===== src/rtl/rns_csd_pkg.sv =====
package rns_csd_pkg;

    // Signed-digit recoding with no adjacent nonzero digits.
    // A digit at bit i has weight +2^i (plus mask) or -2^i (minus mask).
    function automatic logic [31:0] csd_plus(input logic [31:0] c);
        logic [31:0] half;
        logic [31:0] three_half;
        logic [31:0] diff;
        half       = c >> 1;
        three_half = c + half;
        diff       = half ^ three_half;
        return three_half & diff;
    endfunction

    function automatic logic [31:0] csd_minus(input logic [31:0] c);
        logic [31:0] half;
        logic [31:0] three_half;
        logic [31:0] diff;
        half       = c >> 1;
        three_half = c + half;
        diff       = half ^ three_half;
        return half & diff;
    endfunction

endpackage


===== src/rtl/rns_chan_lo.sv =====
module rns_chan_lo #(
    parameter int N = 4,
    parameter int unsigned MULT = 23
) (
    input  logic [N-1:0] x_i,
    output logic [N-1:0] p_o
);
    localparam int unsigned MOD  = (32'd1 << N) - 32'd1;
    localparam int unsigned CRED = MULT % MOD;
    localparam int          P    = N + 2;
    localparam logic [31:0] DPOS = rns_csd_pkg::csd_plus(CRED);
    localparam logic [31:0] DNEG = rns_csd_pkg::csd_minus(CRED);

    function automatic logic [N-1:0] eac_add(input logic [N-1:0] a, input logic [N-1:0] b);
        logic [N:0] s;
        s = {1'b0, a} + {1'b0, b};
        return s[N-1:0] + {{(N-1){1'b0}}, s[N]};
    endfunction

    logic [2*N-1:0] dbl;
    logic [N-1:0]   acc [0:P];

    assign dbl    = {x_i, x_i};
    assign acc[0] = '0;

    for (genvar i = 0; i < P; i++) begin : g_dig
        localparam int K = i % N;
        logic [N-1:0] term;
        assign term = dbl[N-K +: N];
        if (DPOS[i]) begin : g_pos
            assign acc[i+1] = eac_add(acc[i], term);
        end else if (DNEG[i]) begin : g_neg
            assign acc[i+1] = eac_add(acc[i], ~term);
        end else begin : g_skip
            assign acc[i+1] = acc[i];
        end
    end

    assign p_o = (&acc[P]) ? '0 : acc[P];

    always_comb begin
        AST_LO_NO_ONES: assert (!(&p_o)) else $error("lo channel shows all-ones");
        AST_LO_ZERO_IN: assert (x_i != '0 || p_o == '0) else $error("lo zero operand");
    end
endmodule


===== src/rtl/rns_chan_pw.sv =====
module rns_chan_pw #(
    parameter int N = 4,
    parameter int unsigned MULT = 23
) (
    input  logic [N-1:0] x_i,
    output logic [N-1:0] p_o
);
    localparam int unsigned CRED = MULT % (32'd1 << N);
    localparam int          P    = N + 2;
    localparam logic [31:0] DPOS = rns_csd_pkg::csd_plus(CRED);
    localparam logic [31:0] DNEG = rns_csd_pkg::csd_minus(CRED);
    localparam logic [31:0] CVEC = CRED;

    logic [N-1:0] acc [0:P];
    assign acc[0] = '0;

    for (genvar i = 0; i < P; i++) begin : g_dig
        logic [N-1:0] term;
        if (i < N) begin : g_in
            assign term = x_i << i;
        end else begin : g_out
            assign term = '0;
        end
        if (DPOS[i]) begin : g_pos
            assign acc[i+1] = acc[i] + term;
        end else if (DNEG[i]) begin : g_neg
            assign acc[i+1] = acc[i] - term;
        end else begin : g_skip
            assign acc[i+1] = acc[i];
        end
    end

    assign p_o = acc[P];

    always_comb begin
        AST_PW_LSB: assert (p_o[0] == (x_i[0] & CVEC[0])) else $error("pw parity");
        AST_PW_ZERO_IN: assert (x_i != '0 || p_o == '0) else $error("pw zero operand");
    end
endmodule


===== src/rtl/rns_chan_hi.sv =====
module rns_chan_hi #(
    parameter int N = 4,
    parameter int unsigned MULT = 23
) (
    input  logic [N-1:0] d_i,
    input  logic         z_i,
    output logic [N-1:0] d_o,
    output logic         z_o
);
    localparam int unsigned MOD  = (32'd1 << N) + 32'd1;
    localparam int unsigned CRED = MULT % MOD;
    localparam int          P    = N + 2;
    localparam logic [31:0] DPOS = rns_csd_pkg::csd_plus(CRED);
    localparam logic [31:0] DNEG = rns_csd_pkg::csd_minus(CRED);

    // times 2^k in value-minus-one form: rotate left, inverting each wrapped bit
    function automatic logic [N-1:0] dim_shift(input logic [N-1:0] d, input int k);
        logic [N-1:0] r;
        r = d;
        for (int j = 0; j < k; j++) r = {r[N-2:0], ~r[N-1]};
        return r;
    endfunction

    // returns {is_zero, sum in value-minus-one form}
    function automatic logic [N:0] dim_add(input logic [N-1:0] a, input logic [N-1:0] b);
        logic [N:0] s;
        logic       zr;
        s  = {1'b0, a} + {1'b0, b};
        zr = ~s[N] & (&s[N-1:0]);
        return {zr, s[N-1:0] + {{(N-1){1'b0}}, ~s[N]}};
    endfunction

    logic [N-1:0] acc_d [0:P];
    logic         acc_z [0:P];

    assign acc_d[0] = '0;
    assign acc_z[0] = 1'b1;

    for (genvar i = 0; i < P; i++) begin : g_dig
        if (DPOS[i] || DNEG[i]) begin : g_use
            logic [N-1:0] tv;
            logic [N:0]   sum;
            assign tv  = DPOS[i] ? dim_shift(d_i, i) : ~dim_shift(d_i, i);
            assign sum = dim_add(acc_d[i], tv);
            assign acc_z[i+1] = acc_z[i] ? 1'b0 : sum[N];
            assign acc_d[i+1] = acc_z[i] ? tv : sum[N-1:0];
        end else begin : g_skip
            assign acc_z[i+1] = acc_z[i];
            assign acc_d[i+1] = acc_d[i];
        end
    end

    assign z_o = z_i | acc_z[P];
    assign d_o = z_o ? '0 : acc_d[P];

    always_comb begin
        AST_HI_ZERO_PASS: assert (!z_i || z_o) else $error("hi zero flag lost");
        AST_HI_ZERO_CLEAN: assert (!z_o || d_o == '0) else $error("hi zero with data");
    end
endmodule


===== src/rtl/rns_csd_cmul.sv =====
module rns_csd_cmul #(
    parameter int N = 4,
    parameter int unsigned MULT = 23
) (
    input  logic [N-1:0] lo_res_i,
    input  logic [N-1:0] pw_res_i,
    input  logic [N-1:0] hi_dim_i,
    input  logic         hi_zero_i,
    output logic [N-1:0] lo_res_o,
    output logic [N-1:0] pw_res_o,
    output logic [N-1:0] hi_dim_o,
    output logic         hi_zero_o
);
    rns_chan_lo #(.N(N), .MULT(MULT)) u_lo (
        .x_i (lo_res_i),
        .p_o (lo_res_o)
    );

    rns_chan_pw #(.N(N), .MULT(MULT)) u_pw (
        .x_i (pw_res_i),
        .p_o (pw_res_o)
    );

    rns_chan_hi #(.N(N), .MULT(MULT)) u_hi (
        .d_i (hi_dim_i),
        .z_i (hi_zero_i),
        .d_o (hi_dim_o),
        .z_o (hi_zero_o)
    );
endmodule


===== config.mk =====
export PLATFORM = sky130hd
export DESIGN_NAME = rns_csd_cmul
export DESIGN_NICKNAME = d
export VERILOG_FILES = /design/src/rtl/rns_csd_pkg.sv /design/src/rtl/rns_chan_lo.sv /design/src/rtl/rns_chan_pw.sv /design/src/rtl/rns_chan_hi.sv /design/src/rtl/rns_csd_cmul.sv
export SDC_FILE = /design/constraint.sdc
export NUM_CORES = 1
export LEC_CHECK = 0
export BUFFER_PORTS_ARGS = -buffer_cell sky130_fd_sc_hd__buf_2
export CORE_AREA = 4 4 41 43
export DETAILED_ROUTE_END_ITERATION = 8
export DIE_AREA = 0 0 45 47
export PLACE_DENSITY = 0.67
export SYNTH_ARGS = -nofsm -noshare
export SYNTH_HDL_FRONTEND = slang
export SYNTH_SLANG_ARGS = --single-unit
export TNS_END_PERCENT = 10

===== constraint.sdc =====
create_clock -name vclk -period 2.71
set_input_delay 0.271 -clock vclk [all_inputs]
set_output_delay 0.271 -clock vclk [all_outputs]
set_load 0.02 [all_outputs]

==> flow_summary_export.csv, run 1 <==
group,metric,value,unit
floorplan,die-area,2115,um^2
timing,period_minus_slack,2379,ps
power,swShare,58.70,%
synthesis,ys_top_cells_by_area,"ha_1 26%, inv_1 13%, a21oi_1 5.9%",
timing,tightestPinTransition,308.0,ps
final_layout,multiInputGateArea,286.5,um^2
routing,highest_layer,"met3",
cts,ctsResizeCount,0,
worst_setup_path,critPathKind,"in2out",
placed_design,dpl_cell_area,480.5,um^2
grt,antenna_found_initial,0,
synthesis,syn_area_per_cell,7.064,um^2
synthesis,synthesis.area,339.1,um^2
power,pwr-share-clk,0,%
timing,hold_viol,0,
placed_design,place_inst,88,
run_status,status,"finished clean",
flow_run,maxCapViolations,0,
power,leakage,0.0002883,uW
worst_setup_path,path_max_fanout,3,
timing,setup_violations,0,
grt,grt_overflow_total,0,
routing,vias,393,
routing,drcViolationCount,0,
final_layout,seqCellArea,0,um^2
routing,wl_met2,334,um
timing,period_share,87.80,%
final_layout,diodes,0,
final_layout,stdcell_area,480.5,um^2
power,p_comb_share,100.0,%
grt,grt_pass1_vias,293,
cts,hold_buffers,0,
synthesis,synth_top_area_cell,"ha_1",
routing,first_pass_iters,3,
power,max-vdd-ir-drop,0.1165,mV
synthesis,synth_cells,48,
synthesis,yosysSeqAreaShare,0,%
power,totalPowerFinal,118.8,uW
worst_setup_path,arrival,2110,ps
placed_design,numPortBuffers,26,
routing,wl_met3,119,um
synthesis,synth_fp_nets,69,
final_layout,final_util,36.92,%
routing,vias_per_cell,4.466,
floorplan,die_w,45,um
routing,met1_length,273,um
worst_setup_path,crit_path_max_incr_delay,440,ps
final_layout,nets,96,
power,sequentialPowerShare,0,%
final_layout,layoutNonFillerInstCount,88,
final_layout,nClkBuffers,0,
floorplan,coreArea,1301,um^2
min_path,hold_path.class,"in2out",
worst_setup_path,worstPathRequired,2440,ps
final_layout,fillerInstances,150,
worst_setup_path,path_cells,"buf_2 > inv_1 > ha_1 > fa_1 > a21oi_1 > nor2_1 > nor2_1 > ha_1 > nand3_1 > or2_0 > a21oi_1 > buf_2",
routing,drt_iter0_markers,1,
routing,final_antenna_net_count,0,
power,intPower,49.05,uW
synthesis,yosys_warnings,0,
routing,wirelength,727,um
floorplan,die_y,47,um
power,cellPowerDensity,247.2,nW/um^2
timing,setup_tns,0,ps
synthesis,synthTopCellsByCount,"12 x inv_1, 7 x ha_1, 5 x nor2_1, 4 x a21oi_1, 3 x a31oi_1",
power,p_sw,69.73,uW
floorplan,io-pin-count,26,
synthesis,synth.distinct_cells,20,
synthesis,synth.top_cell.area_share,25.83,%
floorplan,start_util,26.06,%
final_layout,area_delta_synth_final,41.70,%
placed_design,routabilityCongestion,0.6248,
placed_design,dp_hpwl,691.4,um
floorplan,rows,13,
timing,fmax,420.3,MHz
grt,grt_usage,6.156,%
timing,max_slew_margin,79.43,%
timing,slew_viol_final,0,
grt,grt_max_degree,7,
cts,post_cts.repair.setup_buffers,0,
worst_setup_path,slowest_stage,"fa_1",
routing,wl_per_cell,8.261,um
timing,rsz0062_at_grt,"false",
grt,grt_first_pass_wirelength,1062,um
final_layout,flops_and_latches,0,
synthesis,yosysMostFrequentCell,"inv_1",
worst_setup_path,cp-start-kind,"input port",
final_layout,drive_above_1_share,38.36,%
worst_setup_path,cp-end-kind,"output pin",
==> stage by stage <==
| step | setup WS (ps) | hold slack (ps) |
|---|---|---|
| after global routing | 202.9 | 805.8 |
| after CTS | 307.8 | 799.5 |
| after floorplan | 415.2 | 618.9 |
| after detailed placement | 307.2 | 798.7 |
| after global placement | 309.9 | 796.1 |
| final | 330.8 | 794.3 |
==> logic make-up after synthesis <==
logic type,share of synthesized area (%)
buf+inv,15.50
simple gates,17.71
compound gates,22.51
fa+ha+maj,31.73
xor+xnor,12.55
==> final cells by class <==
cell class                 instances  area share, %
tap                               15          3.906
inverter                          12          9.375
timing repair buffer              26          27.08
multi-input combinational         35          59.64
==> critical path: cells and delay by family <==
kind / cells / cell delay [ps]
buf+inv: 3 / 290
simple gates: 4 / 430
fa+ha+maj: 3 / 830
compound gates: 2 / 290
==> power by group through the flow <==
stage	Combinational (uW)	Clock [uW]	Sequential [uW]
after global placement	118	0	0
after global routing	132	0	0
after CTS	121	0	0
final	119	0	0
after floorplan	83.6	0	0
after detailed placement	120	0	0
==> path summary, 6_finish.rpt <==
path | start | end | slack (ps) | cells past startpoint
worst min-delay path | pw_res_i[0] | pw_res_o[0] | 790 | 2
worst max-delay path | hi_dim_i[1] | hi_dim_o[3] | 330 | 12
==> placed cells by master, fill, tap and decap left out <==
cell type,Yosys,final
ha_1,7,7
a2bb2oi_1,1,1
nor2_1,5,5
a2111oi_2,1,1
o21ai_0,1,1
a21oi_1,4,4
inv_1,12,12
nand3b_1,1,1
or2_0,1,1
xnor2_1,2,2
nor2b_1,1,1
xor2_1,1,1
buf_2,0,26
nand3_1,1,1
fa_1,1,1
a31oi_1,3,3
xor2_2,1,1
and2_1,2,2
o31a_1,1,1
nand2_1,1,1
==> metal layers <==
| layer | vias up | track usage, % |
|---|---|---|
| li1 | 207 | - |
| met1 | 164 | 6.803 |
| met2 | 22 | 13.56 |
| met3 | 0 | 0 |
| met4 | 0 | 0 |
| met5 | - | 0 |
Note: power is estimated with default switching activity, not from simulation.
==> run 2, diff against run 1 <==
--- a/config.mk
+++ b/config.mk
@@ -9,8 +9,9 @@
 export CORE_AREA = 4 4 41 43
 export DETAILED_ROUTE_END_ITERATION = 8
 export DIE_AREA = 0 0 45 47
-export PLACE_DENSITY = 0.67
+export PLACE_DENSITY = 0.68
 export SYNTH_ARGS = -nofsm -noshare
 export SYNTH_HDL_FRONTEND = slang
+export SYNTH_HIERARCHICAL = 1
 export SYNTH_SLANG_ARGS = --single-unit
 export TNS_END_PERCENT = 10
==> run 2 against run 1 <==
Against the previous run:
- synthesized cell count decreased by 2.1%
- sequential share of layout area unchanged
- wire length grew 3.6%
- core utilization increased by 0.87 points
- sequential cell count unchanged
- die area unchanged
- largest power group unchanged
- highest routed layer unchanged
==> flow_summary_export.csv, run 2 <==
group,metric,value,unit
run_status,status,"finished clean",
timing,setup_tns,0,ps
power,cellPowerDensity,245.6,nW/um^2
worst_setup_path,cp-start-kind,"input port",
final_layout,area_delta_synth_final,40.36,%
worst_setup_path,path_max_fanout,3,
synthesis,syn_area_per_cell,7.454,um^2
routing,highest_layer,"met3",
timing,fin_hold_ws,789.8,ps
floorplan,die_y,47,um
grt,grt_first_pass_wirelength,1193,um
final_layout,diodes,0,
routing,drcViolationCount,0,
timing,period_minus_slack,2409,ps
synthesis,ys_top_cells_by_area,"ha_1 25%, inv_1 13%, xnor2_1 7.5%",
final_layout,nClkBuffers,0,
timing,slew_viol_final,0,
worst_setup_path,worstPathRequired,2440,ps
timing,max_slew_margin,77.83,%
worst_setup_path,arrival,2140,ps
floorplan,start_util,26.92,%
routing,wl_met3,95,um
synthesis,synth_cells,47,
placed_design,routabilityCongestion,0.6582,
floorplan,io-pin-count,26,
timing,setup_violations,0,
final_layout,drive_above_1_share,40.28,%
synthesis,synth_fp_nets,68,
timing,hold_viol,0,
flow_run,maxCapViolations,0,
synthesis,synth.distinct_cells,20,
final_layout,final_util,37.79,%
grt,grt_usage,7.019,%
final_layout,seqCellArea,0,um^2
cts,post_cts.repair.setup_buffers,0,
floorplan,coreArea,1301,um^2
final_layout,multiInputGateArea,297.8,um^2
min_path,hold_path.class,"in2out",
power,leakage,0.0002873,uW
synthesis,synthTopCellsByCount,"12 x inv_1, 7 x ha_1, 4 x a21oi_1",
cts,hold_buffers,0,
final_layout,fillerInstances,147,
placed_design,numPortBuffers,26,
routing,wl_met2,364,um
synthesis,synth_top_area_cell,"ha_1",
synthesis,synthesis.area,350.3,um^2
worst_setup_path,cp-end-kind,"output pin",
routing,wl_per_cell,8.655,um
routing,final_antenna_net_count,0,
timing,tightestPinTransition,332.0,ps
routing,met1_length,294,um
placed_design,dp_hpwl,708.3,um
routing,wirelength,753,um
final_layout,final_common_cell,"buf_2",
timing,fmax,415.2,MHz
floorplan,die-area,2115,um^2
synthesis,yosys_warnings,6,
final_layout,flops_and_latches,0,
grt,antenna_found_initial,0,
cts,ctsResizeCount,0,
timing,period_share,88.88,%
grt,grt_overflow_total,0,
routing,vias,379,
final_layout,mostFrequentLayoutCells,"26 x buf_2, 12 x inv_1, 7 x ha_1",
power,max-vdd-ir-drop,0.08881,mV
synthesis,synth.top_cell.area_share,25.00,%
floorplan,die_w,45,um
routing,vias_per_cell,4.356,
final_layout,nets,95,
timing,rsz0062_at_grt,"false",
grt,grt_max_degree,7,
floorplan,rows,13,
synthesis,yosysMostFrequentCell,"inv_1",
routing,first_pass_iters,4,
grt,grt_pass1_vias,334,
synthesis,yosysSeqAreaShare,0,%
worst_setup_path,critPathKind,"in2out",
routing,drt_iter0_markers,5,
[run 2: cell types whose count changed after synthesis]
cell	previous run	this run
xor2_1	1	0
o21bai_4	0	1
nor2_1	5	3
xnor2_1	2	3
[run 2: worst paths after layout]
path | start | to | slack, ps | cells past startpoint
hold / removal | pw_res_i[0] | pw_res_o[0] | 790 | 2
setup / recovery | hi_dim_i[1] | hi_dim_o[3] | 300 | 12
[run 2: logic make-up after synthesis]
group | count (synthesis) | share of synthesized area (%)
buf+inv | 13 | 15.00
fa+ha+maj | 8 | 30.71
compound gates | 12 | 27.14
xor+xnor | 4 | 12.15
simple gates | 10 | 15.00
[run 2: area by class of cell]
type	count	area share [%]
Tap cell	15	3.817
Timing Repair Buffer	26	26.46
Inverter	12	9.160
Multi-Input combinational cell	34	60.56
[run 2: metal layers]
layer	GRT usage, %	up-vias
met5	0	-
met4	0	0
met3	0.3831	0
met2	14.69	20
met1	8.145	155
li1	-	204
[run 2: through the flow]
step	std cells	power, uW	area, um^2	setup slack (ps)
after floorplan	47	85.20	350.3	415.2
after global placement	87	120.9	491.7	310.2
after detailed placement	87	122.7	491.7	284.6
after CTS	87	123.1	491.7	275.6
after global routing	87	133.7	491.7	138.1
final	87	120.8	491.7	301.4
[run 2: worst max-delay path, cell delays in order]
cell	delay [ps]
buf_2	70
inv_1	40
ha_1	210
fa_1	460
a21oi_1	160
nor2_1	50
nor2_1	90
ha_1	180
nand3_1	90
or2_0	200
a21oi_1	140
buf_2	180
[run 2: power breakdown]
part	internal, uW	switching (uW)
clock	0	0
combinational	50.8	70.0
sequential	0	0
total	50.8	70.0
==> run 3, diff against run 2 <==
--- a/config.mk
+++ b/config.mk
@@ -10,6 +10,7 @@
 export DETAILED_ROUTE_END_ITERATION = 8
 export DIE_AREA = 0 0 45 47
 export PLACE_DENSITY = 0.68
+export RECOVER_POWER = 50
 export SYNTH_ARGS = -nofsm -noshare
 export SYNTH_HDL_FRONTEND = slang
 export SYNTH_HIERARCHICAL = 1
==> run 3 against run 2 <==
Against the previous run:
- clock-buffer cell count stayed put
- final area is 1.5% lower
- sequential share of layout area stayed put
- die area stayed put
- global-route usage stayed put
- via count is 0.26% lower
- first-iteration DRC count stayed put
- non-clock buffer count stayed put
- largest cell class unchanged
- highest routed layer unchanged
==> flow_summary_export.csv, run 3 (synthesized netlist as in run 2, its figures left out) <==
group,metric,value,unit
run_status,status,"finished clean",
final_layout,fillerInstances,153,
min_path,min-delay-start,"pw_res_i[0]",
worst_setup_path,cp-end-kind,"output pin",
timing,tightestPinTransition,332.0,ps
placed_design,numPortBuffers,26,
placed_design,dp_hpwl,708.3,um
routing,vias,378,
grt,grt_pass1_vias,334,
power,cellPowerDensity,246.6,nW/um^2
timing,fmax,415.2,MHz
grt,grt_usage,7.019,%
worst_setup_path,critPathKind,"in2out",
floorplan,start_util,26.92,%
final_layout,final_util,37.21,%
cts,hold_buffers,0,
timing,fin_ws,301.5,ps
timing,rsz0062_at_grt,"false",
worst_setup_path,critPathTopFamily,"adder cells",
routing,wirelength,761,um
routing,vias_per_cell,4.345,
placed_design,routabilityCongestion,0.6582,
final_layout,mostFrequentLayoutCells,"20 x buf_2, 12 x inv_1, 7 x ha_1",
min_path,whs_endpoint,"pw_res_o[0]",
final_layout,drive_above_1_share,31.94,%
timing,slew_viol_final,0,
routing,drcViolationCount,0,
routing,final_antenna_net_count,0,
min_path,hold_depth,2,
timing,fin_hold_ws,810.8,ps
grt,antenna_found_initial,0,
floorplan,io-pin-count,26,
floorplan,die-area,2115,um^2
timing,period_minus_slack,2409,ps
worst_setup_path,worstPathRequired,2440,ps
grt,grt_overflow_total,0,
cts,ctsResizeCount,0,
routing,wl_per_cell,8.747,um
routing,drt_iter0_markers,5,
grt,grt_max_degree,7,
flow_run,maxCapViolations,0,
worst_setup_path,crit_path_max_incr_delay,460,ps
routing,first_pass_iters,4,
final_layout,nets,95,
placed_design,place_ws,284.6,ps
timing,period_share,88.88,%
grt,grt_first_pass_wirelength,1193,um
power,max-vdd-ir-drop,0.08863,mV
floorplan,rows,13,
final_layout,final_common_cell,"buf_2",
routing,wl_met3,108,um
worst_setup_path,critical_path_buf_inv_count,3,
final_layout,area_delta_synth_final,38.21,%
final_layout,flops_and_latches,0,
routing,wl_met2,362,um
floorplan,die_w,45,um
worst_setup_path,cp-start-kind,"input port",
timing,setup_violations,0,
min_path,hold_path.class,"in2out",
worst_setup_path,arrival,2140,ps
worst_setup_path,path_cells,"buf_2 > inv_1 > ha_1 > fa_1 > a21oi_1 > nor2_1 > nor2_1 > ha_1 > nand3_1 > or2_0 > a21oi_1 > buf_2",
floorplan,die_y,47,um
timing,setup_tns,0,ps
worst_setup_path,path_max_fanout,3,
routing,met1_length,290,um
power,leakage,0.0002699,uW
final_layout,nClkBuffers,0,
final_layout,diodes,0,
worst_setup_path,slowest_stage,"fa_1",
final_layout,seqCellArea,0,um^2
cts,post_cts.repair.setup_buffers,0,
floorplan,coreArea,1301,um^2
routing,highest_layer,"met3",
timing,hold_viol,0,
timing,max_slew_margin,77.83,%
-- run 3: stage by stage --
| step | instances | area (um^2) | total power [uW] |
|---|---|---|---|
| 2_1_floorplan | 47 | 350.3 | 85.20 |
| 3_3_place_gp | 87 | 491.7 | 120.9 |
| 3_5_place_dp | 87 | 491.7 | 122.7 |
| 4_1_cts | 87 | 491.7 | 123.1 |
| 5_1_grt | 87 | 484.2 | 132.3 |
| 6_report | 87 | 484.2 | 119.4 |
-- run 3: worst max path at each step --
stage	slack (ps)	from	to	depth (start not counted)
3_5_place_dp	280	hi_dim_i[1]	hi_dim_o[3]	12
4_1_cts	280	hi_dim_i[1]	hi_dim_o[3]	12
6_report	300	hi_dim_i[1]	hi_dim_o[3]	12
5_1_grt	140	hi_dim_i[1]	hi_dim_o[3]	12
3_3_place_gp	310	hi_dim_i[1]	hi_dim_o[3]	12
2_1_floorplan	420	hi_dim_i[1]	hi_dim_o[3]	10
-- run 3: power breakdown --
part	internal [uW]	switching, uW
clock	0	0
combinational	49.1	70.3
sequential	0	0
total	49.1	70.3
-- run 3: metal layers --
layer	global-route usage, %	up-vias
met5	0	-
met4	0	0
met3	0.3831	0
met2	14.69	20
met1	8.145	154
li1	-	204
-- run 3: cell type report --
cell class | count | area [um^2] | area share (%)
multi-input cells | 34 | 297.8 | 61.50
repair buffers | 26 | 122.6 | 25.32
inverters | 12 | 45.04 | 9.302
well taps | 15 | 18.77 | 3.876
